### src/rtl/wdc_slot.sv
// Per-tag tracking state: active flag, beat index, expected vector and the
// one-cycle window after the last beat during which a retry may still land.
module wdc_slot #(
  parameter int BEAT_W    = 8,
  parameter int MAX_BEATS = 16,
  localparam int VEC_W    = BEAT_W * MAX_BEATS,
  localparam int IDX_W    = $clog2(MAX_BEATS)
) (
  input  logic              clk_i,
  input  logic              rst_i,
  input  logic              acc_i,
  input  logic [VEC_W-1:0]  vec_i,
  input  logic              beat_i,
  input  logic              last_i,
  input  logic              retry_i,
  output logic              active_o,
  output logic              tail_o,
  output logic [IDX_W-1:0]  idx_o,
  output logic [BEAT_W-1:0] lane_o,
  output logic              done_o
);

  localparam logic [IDX_W-1:0] IDX_TOP = IDX_W'(MAX_BEATS - 1);

  logic             active_q;
  logic             tail_q;
  logic [IDX_W-1:0] idx_q;
  logic [VEC_W-1:0] vec_q;

  always_ff @(posedge clk_i) begin
    if (rst_i) begin
      active_q <= 1'b0;
      tail_q   <= 1'b0;
      idx_q    <= '0;
    end else if (acc_i) begin
      active_q <= 1'b1;
      tail_q   <= 1'b0;
      idx_q    <= '0;
    end else if (active_q) begin
      if (tail_q) begin
        tail_q <= 1'b0;
        if (retry_i) idx_q <= '0;
        else         active_q <= 1'b0;
      end else if (retry_i) begin
        idx_q <= '0;
      end else if (beat_i) begin
        if (last_i)              tail_q <= 1'b1;
        else if (idx_q != IDX_TOP) idx_q <= idx_q + 1'b1;
      end
    end
  end

  // expected data is a datapath register: loaded on acceptance only
  always_ff @(posedge clk_i) begin
    if (acc_i) vec_q <= vec_i;
  end

  assign active_o = active_q;
  assign tail_o   = tail_q;
  assign idx_o    = idx_q;
  assign lane_o   = vec_q[(MAX_BEATS - 1 - int'(idx_q)) * BEAT_W +: BEAT_W];
  assign done_o   = active_q && tail_q && !retry_i;

endmodule

### config.mk
export PLATFORM = sky130hd
export DESIGN_NAME = wdc_slot
export DESIGN_NICKNAME = d
export VERILOG_FILES = /design/src/rtl/wdc_slot.sv
export SDC_FILE = /design/constraint.sdc
export NUM_CORES = 1
export LEC_CHECK = 0
export ABC_AREA = 0
export BUFFER_PORTS_ARGS = -buffer_cell sky130_fd_sc_hd__buf_2
export CORE_MARGIN = 2
export CORE_UTILIZATION = 35
export CTS_CLUSTER_SIZE = 24
export DETAILED_ROUTE_END_ITERATION = 10
export REMOVE_ABC_BUFFERS = 1
export SLEW_MARGIN = 20
export SYNTH_ARGS = -nofsm -noshare
export SYNTH_HDL_FRONTEND = slang
export SYNTH_SLANG_ARGS = --single-unit
### constraint.sdc
create_clock -name clk_i -period 1.7 [get_ports clk_i]
set_clock_uncertainty 0.1 [all_clocks]
set_input_delay 0.085 -clock clk_i [delete_from_list [all_inputs] [get_ports clk_i]]
set_output_delay 0.085 -clock clk_i [all_outputs]
set_load 0.005 [all_outputs]
==> results of run 1 <==
kinds of logic after synthesis:
family          after synthesis
flops                       134
fa+ha+maj                     1
mux                          48
compound gates               46
buf+inv                      19
simple gates                 26
metrics by stage:
step / worst slack [ns] / hold WS, ns / setup TNS [ns] / util
after floorplan: -1.45 / 0.0541 / -17.12 / -
after global placement: -0.302 / 0.157 / -2.29 / 0.424
after detailed placement: -0.301 / 0.158 / -2.50 / 0.424
==> flow_summary.html, run 1 <==
<table>
<tr><th>Metric</th><th>Value</th></tr>
<tr><th colspan="2">Status</th></tr>
<tr><td>Outcome</td><td>stopped before the end</td></tr>
<tr><td>Stopping stage</td><td>clock tree synthesis (4_1_cts)</td></tr>
<tr><td>Error that ended the run</td><td>[ERROR RSZ-0060] Max buffer count reached.</td></tr>
<tr><th colspan="2">CTS</th></tr>
<tr><td>CTS Root Buffer Type</td><td>sky130_fd_sc_hd__clkbuf_16</td></tr>
<tr><td>Hold-fix buffers at CTS</td><td>between 100 and 150</td></tr>
<tr><td>Number of gates given a new drive strength after cts</td><td>18</td></tr>
<tr><td>TritonCTS buffer count</td><td>17</td></tr>
<tr><td>Clk buf depth</td><td>2</td></tr>
<tr><td>H-tree Lvls</td><td>4</td></tr>
<tr><td>Count of clock tree sinks</td><td>roughly 130</td></tr>
<tr><td>Buffers inserted by post-CTS timing repair</td><td>16</td></tr>
<tr><th colspan="2">Logic synthesis</th></tr>
<tr><td>Area fraction in compound gates after synthesis</td><td>0.0747</td></tr>
<tr><td>Number of instances in the synthesized netlist</td><td>274</td></tr>
<tr><td>Share of the yosys chip area belonging to registers</td><td>0.744</td></tr>
<tr><td>Commonest register cell after synthesis</td><td>sky130_fd_sc_hd__edfxtp_1</td></tr>
<tr><td>Xor/xnor cell area share of the yosys netlist</td><td>0</td></tr>
<tr><td>Most frequent cells after synthesis</td><td>sky130_fd_sc_hd__edfxtp_1, sky130_fd_sc_hd__mux2i_1, sky130_fd_sc_hd__mux4_2, sky130_fd_sc_hd__a221oi_2, sky130_fd_sc_hd__nand2_1</td></tr>
<tr><td>Combinational family with the most area after synthesis</td><td>multiplexers</td></tr>
<tr><td>Post-synth top area cell</td><td>sky130_fd_sc_hd__edfxtp_1</td></tr>
<tr><td>Number of enable flip-flop cells after synthesis</td><td>roughly 130</td></tr>
<tr><td>#FFs+latches synth</td><td>between 100 and 150</td></tr>
<tr><td>Share of flip-flops with an asynchronous set or reset after synthesis</td><td>0</td></tr>
<tr><td>Proportion of synthesized area in mux cells</td><td>0.128</td></tr>
<tr><td>Top area cells in the synthesized netlist</td><td>sky130_fd_sc_hd__edfxtp_1, sky130_fd_sc_hd__mux4_2, sky130_fd_sc_hd__mux2i_1, sky130_fd_sc_hd__a221oi_2, sky130_fd_sc_hd__dfxtp_1</td></tr>
<tr><td>Adder and majority cell fraction of the synthesized area</td><td>0.00235</td></tr>
<tr><td>Most numerous cell in the Yosys netlist</td><td>sky130_fd_sc_hd__edfxtp_1</td></tr>
<tr><td>Area share of the leading cell type in the synthesized netlist</td><td>0.722</td></tr>
<tr><td>Syn Area/Cell</td><td>between 15 and 20 um2</td></tr>
<tr><td>Yosys warnings</td><td>0</td></tr>
<tr><td>Area of the mapped netlist</td><td>5330 um2</td></tr>
<tr><td>Basic-gate share of the synthesized area counting and, or, nand and nor cells</td><td>0.0249</td></tr>
<tr><td>Unique masters post-synth</td><td>35</td></tr>
<tr><th colspan="2">Placed design</th></tr>
<tr><td>Last weighted congestion value of the routability-driven placer</td><td>roughly 0.76</td></tr>
<tr><td>IO Port Bufs</td><td>148</td></tr>
<tr><td>Cell Area, Placed</td><td>approximately 6400 um2</td></tr>
<tr><td>Placed cell count</td><td>612</td></tr>
<tr><td>DP HPWL</td><td>~7.7 mm</td></tr>
<tr><th colspan="2">Die</th></tr>
<tr><td>Effective utilization at floorplan</td><td>0.354</td></tr>
<tr><td>Top-Level Pins</td><td>between 100 and 150</td></tr>
<tr><td>Die height</td><td>127 um</td></tr>
<tr><td>Floorplan die width</td><td>127 um</td></tr>
<tr><td>Number of standard-cell rows in the floorplan</td><td>45</td></tr>
</table>
==> run 2, diff against run 1 <==
--- a/config.mk
+++ b/config.mk
@@ -8,9 +8,9 @@
 export ABC_AREA = 0
 export BUFFER_PORTS_ARGS = -buffer_cell sky130_fd_sc_hd__buf_2
 export CORE_MARGIN = 2
-export CORE_UTILIZATION = 35
-export CTS_CLUSTER_SIZE = 24
+export CORE_UTILIZATION = 20
 export DETAILED_ROUTE_END_ITERATION = 10
+export PLACE_DENSITY_LB_ADDON = 0.15
 export REMOVE_ABC_BUFFERS = 1
 export SLEW_MARGIN = 20
 export SYNTH_ARGS = -nofsm -noshare
==> flow_summary.html, run 2 <==
<table>
<tr><th>Metric</th><th>Value</th></tr>
<tr><th colspan="2">Status</th></tr>
<tr><td>Outcome</td><td>finished, violations left (was stopped before the end)</td></tr>
<tr><td>Violated checks</td><td>design-rule violations, negative setup slack</td></tr>
<tr><th colspan="2">STA</th></tr>
<tr><td>Ratio of final minimum period to clock period</td><td>1.27</td></tr>
<tr><td>Clock period minus final worst setup slack</td><td>2.16 ns</td></tr>
<tr><td>Unrepaired setup endpoints after global routing</td><td>yes</td></tr>
<tr><td>Final slew viol count</td><td>0</td></tr>
<tr><td>Hold violation total from the final report</td><td>0</td></tr>
<tr><td>Summed negative setup slack over all endpoints</td><td>-3.45 ns</td></tr>
<tr><td>Fmax</td><td>0.462 GHz</td></tr>
<tr><td>Setup violators final</td><td>10</td></tr>
<tr><td>Transition time of the tightest slew-check pin</td><td>~0.44 ns</td></tr>
<tr><td>Final WS setup</td><td>-0.465 ns</td></tr>
<tr><td>Slew HR</td><td>0.709</td></tr>
<tr><th colspan="2">Logic synthesis</th></tr>
<tr><td>Area of the mapped netlist</td><td>5330 um2 (unchanged)</td></tr>
<tr><td>Share of flip-flops with an asynchronous set or reset after synthesis</td><td>0 (unchanged)</td></tr>
<tr><td>Number of instances in the synthesized netlist</td><td>274 (unchanged)</td></tr>
<tr><td>Most frequent cells after synthesis</td><td>sky130_fd_sc_hd__edfxtp_1, sky130_fd_sc_hd__mux2i_1, sky130_fd_sc_hd__mux4_2, sky130_fd_sc_hd__a221oi_2, sky130_fd_sc_hd__nand2_1 (unchanged)</td></tr>
<tr><td>#FFs+latches synth</td><td>134 (unchanged)</td></tr>
<tr><td>Number of enable flip-flop cells after synthesis</td><td>128 (unchanged)</td></tr>
<tr><td>Unique masters post-synth</td><td>35 (unchanged)</td></tr>
<tr><td>Commonest register cell after synthesis</td><td>sky130_fd_sc_hd__edfxtp_1 (unchanged)</td></tr>
<tr><td>Most numerous cell in the Yosys netlist</td><td>sky130_fd_sc_hd__edfxtp_1 (unchanged)</td></tr>
<tr><td>Share of the yosys chip area belonging to registers</td><td>0.744 (unchanged)</td></tr>
<tr><td>Yosys warnings</td><td>0 (unchanged)</td></tr>
<tr><td>Post-synth top area cell</td><td>sky130_fd_sc_hd__edfxtp_1 (unchanged)</td></tr>
<tr><td>Top area cells in the synthesized netlist</td><td>sky130_fd_sc_hd__edfxtp_1, sky130_fd_sc_hd__mux4_2, sky130_fd_sc_hd__mux2i_1, sky130_fd_sc_hd__a221oi_2, sky130_fd_sc_hd__dfxtp_1 (unchanged)</td></tr>
<tr><td>Area share of the leading cell type in the synthesized netlist</td><td>0.722 (unchanged)</td></tr>
<tr><td>Syn Area/Cell</td><td>19.4 um2 (unchanged)</td></tr>
<tr><th colspan="2">Critical path</th></tr>
<tr><td>Critical-path maximum fanout</td><td>6</td></tr>
<tr><td>Worst path required time</td><td>1.51 ns</td></tr>
<tr><td>Cell type group with the largest total delay on the critical path</td><td>buffers and inverters</td></tr>
<tr><td>Crit-path max cell delay</td><td>0.36 ns</td></tr>
<tr><td>Arrival time worst endpoint</td><td>between 1.5 and 2 ns</td></tr>
<tr><td>Worst setup EP type</td><td>output pin</td></tr>
<tr><td>Cells along the critical path</td><td>buf_8 -&gt; buf_12 -&gt; buf_6 -&gt; mux2i_2 -&gt; a221oi_2 -&gt; a22oi_2 -&gt; nand2_1 -&gt; buf_2</td></tr>
<tr><td>Buf+Inv Stages, Crit Path</td><td>4</td></tr>
<tr><td>Slowest-stage cell, CP</td><td>sky130_fd_sc_hd__dfxtp_4</td></tr>
<tr><td>Crit path launch type</td><td>flop</td></tr>
<tr><td>Critical path class</td><td>reg2out</td></tr>
<tr><th colspan="2">Global routing</th></tr>
<tr><td>GRT Util Overall</td><td>0.112</td></tr>
<tr><td>Number of global-route vias before repair</td><td>4118</td></tr>
<tr><td>Initial antenna violation count</td><td>0</td></tr>
<tr><td>Remaining global-route overflow</td><td>0</td></tr>
<tr><td>Wire length of the first global-routing pass</td><td>23.3 mm</td></tr>
<tr><td>GR peak layer</td><td>met2</td></tr>
<tr><td>Maximum number of pins on one net before global-route repair</td><td>61</td></tr>
<tr><td>Met1 track demand over resource</td><td>0.129</td></tr>
<tr><td>Met2 usage</td><td>0.199</td></tr>
<tr><td>Met3 Use GR</td><td>0.0307</td></tr>
<tr><th colspan="2">Cells and area</th></tr>
<tr><td>Largest reg by FF count</td><td>vec_q</td></tr>
<tr><td>Area of all placed cells without fillers</td><td>between 8000 and 9000 um2</td></tr>
<tr><td>Most frequent standard cell in the layout excluding fill and tap cells</td><td>sky130_fd_sc_hd__buf_2</td></tr>
<tr><td>Number of standard cells in the layout, taps in and fillers out</td><td>946</td></tr>
<tr><td>Storage cell area</td><td>3970 um2</td></tr>
<tr><td>Final cell utilization of the core</td><td>0.340</td></tr>
<tr><td>Share of cells above drive strength 1</td><td>0.432</td></tr>
<tr><td>Footprint of the multi-input gates</td><td>about 1300 um2</td></tr>
<tr><td>Flip-flop count of the largest register after layout</td><td>roughly 130</td></tr>
<tr><td>Number of nets in the layout</td><td>approximately 730</td></tr>
<tr><td>Area growth from synthesis to layout</td><td>67.0%</td></tr>
<tr><td>Filler Cell Count</td><td>roughly 2600</td></tr>
<tr><td>Number of antenna cells inserted</td><td>0</td></tr>
<tr><td>Commonest non-fill, non-tap cells in the layout</td><td>sky130_fd_sc_hd__buf_2, sky130_fd_sc_hd__dlygate4sd3_1, sky130_fd_sc_hd__edfxtp_1</td></tr>
<tr><th colspan="2">Drt</th></tr>
<tr><td>Total via count in the routed design</td><td>3725</td></tr>
<tr><td>Count of routing violations after the opening detailed-route iteration</td><td>109</td></tr>
<tr><td>Detailed Route WL</td><td>15.1 mm</td></tr>
<tr><td>Number of iterations in the first detailed-routing pass</td><td>7</td></tr>
<tr><td>Average via count per standard cell</td><td>3.94</td></tr>
<tr><td>Routed length per placed instance</td><td>15.9 um</td></tr>
<tr><td>Number of antenna-violating nets in the routed design</td><td>0</td></tr>
<tr><td>Drt drc</td><td>10</td></tr>
<tr><th colspan="2">Placed design</th></tr>
<tr><td>Pre-CTS WS</td><td>-0.0473 ns (was -0.301 ns)</td></tr>
<tr><td>IO Port Bufs</td><td>148 (unchanged)</td></tr>
<tr><td>Cell Area, Placed</td><td>6650 um2 (was 6370 um2)</td></tr>
<tr><td>DP HPWL</td><td>9.76 mm (was 7.73 mm)</td></tr>
<tr><td>Placed cell count</td><td>766 (was 612)</td></tr>
<tr><td>Last weighted congestion value of the routability-driven placer</td><td>0.786 (was 0.761)</td></tr>
<tr><th colspan="2">CTS</th></tr>
<tr><td>Clk buf depth</td><td>2 (unchanged)</td></tr>
<tr><td>TritonCTS clock tree</td><td>yes</td></tr>
<tr><td>H-tree Lvls</td><td>4 (unchanged)</td></tr>
<tr><td>TritonCTS buffer count</td><td>17 (unchanged)</td></tr>
<tr><td>Worst-path clk slew</td><td>roughly 0.060 ns</td></tr>
<tr><td>Count of clock tree sinks</td><td>134 (unchanged)</td></tr>
<tr><td>CTS Root Buffer Type</td><td>sky130_fd_sc_hd__clkbuf_16 (unchanged)</td></tr>
<tr><td>Latest clock arrival within the worst-skew pair</td><td>between 0.4 and 0.5 ns</td></tr>
<tr><th colspan="2">Die</th></tr>
<tr><td>Area of the die</td><td>around 28000 um2</td></tr>
<tr><td>Floorplan core area</td><td>between 20000 and 30000 um2</td></tr>
<tr><td>Floorplan die width</td><td>167 um (was 127 um)</td></tr>
<tr><td>Number of standard-cell rows in the floorplan</td><td>59 (was 45)</td></tr>
<tr><td>Top-Level Pins</td><td>149 (unchanged)</td></tr>
<tr><td>Effective utilization at floorplan</td><td>0.204 (was 0.354)</td></tr>
<tr><td>Die height</td><td>167 um (was 127 um)</td></tr>
<tr><th colspan="2">Hold path</th></tr>
<tr><td>Worst hold-check path type</td><td>in2reg</td></tr>
<tr><th colspan="2">Power</th></tr>
<tr><td>Worst VDD drop</td><td>0.544 mV</td></tr>
<tr><td>Leakage power figure</td><td>0.00334 uW</td></tr>
<tr><td>Power density over the cells</td><td>947 nW/um2</td></tr>
<tr><th colspan="2">Run</th></tr>
<tr><td>Max Cap Violations</td><td>0</td></tr>
</table>
run 2: cell counts after synthesis:
Identical to the previous run, type by type.
run 2: report_power, final:
part | internal [uW] | total (uW) | switching, uW
logic | 436 | 679 | 244
registers | 3890 | 3960 | 68.6
clock network | 2310 | 3780 | 1470
total | 6640 | 8420 | 1780
run 2: cell type report:
type | instances | share of cell area
clock buffers | 17 | 0.0478
multi-input cells | 121 | 0.149
inverters | 5 | 0.00211
clock inverters | 15 | 0.0198
repair buffers | 319 | 0.288
flip-flops and latches | 134 | 0.446
well taps | 335 | 0.0471
run 2: routing by layer:
layer | wire length, um | vias up
met2 | 7750 | 106
li1 | - | 1787
met3 | 737 | 16
met4 | 306 | 0
met1 | 6290 | 1816
met5 | 0 | -
run 2: through the flow:
stage	power, uW	hold slack [ns]
floorplan	4140	0.0541
global placement	4440	0.156
detailed placement	4450	0.161
CTS	8560	0.247
global route	8810	0.251
finish	8420	0.273
run 2: cells by family after synthesis:
kind of cell    after synthesis  synth area share
mux                          48             0.128
simple gates                 26            0.0249
buf+inv                      19            0.0261
flops                       134             0.744
fa+ha+maj                     1           0.00235
compound gates               46            0.0747
run 2: final timing paths:
kind	startpoint	endpoint	slack [ns]	depth (start not counted)
worst max-delay path	idx_o[0]$_SDFFE_PP0P_	lane_o[1]	-0.46	8
worst min-delay path	vec_i[9]	vec_q[9]$_DFFE_PP_	0.27	2
worst max register to register	idx_o[0]$_SDFFE_PP0P_	idx_o[3]$_SDFFE_PP0P_	-0.06	7
worst min register to register	active_o$_SDFF_PP0_	idx_o[3]$_SDFFE_PP0P_	0.44	1
run 2: what timing repair did:
action | 4_1_cts | 5_1_grt
endpoints found under the hold margin | 144 | 0
setup buffers | 11 | 0
pin swaps | 12 | 13
endpoints found under the setup margin | 9 | 10
cloned | 3 | 0
resized for setup | 13 | 17
hold buffers | 134 | 0
No activity file was read; power rests on OpenSTA's default activity.
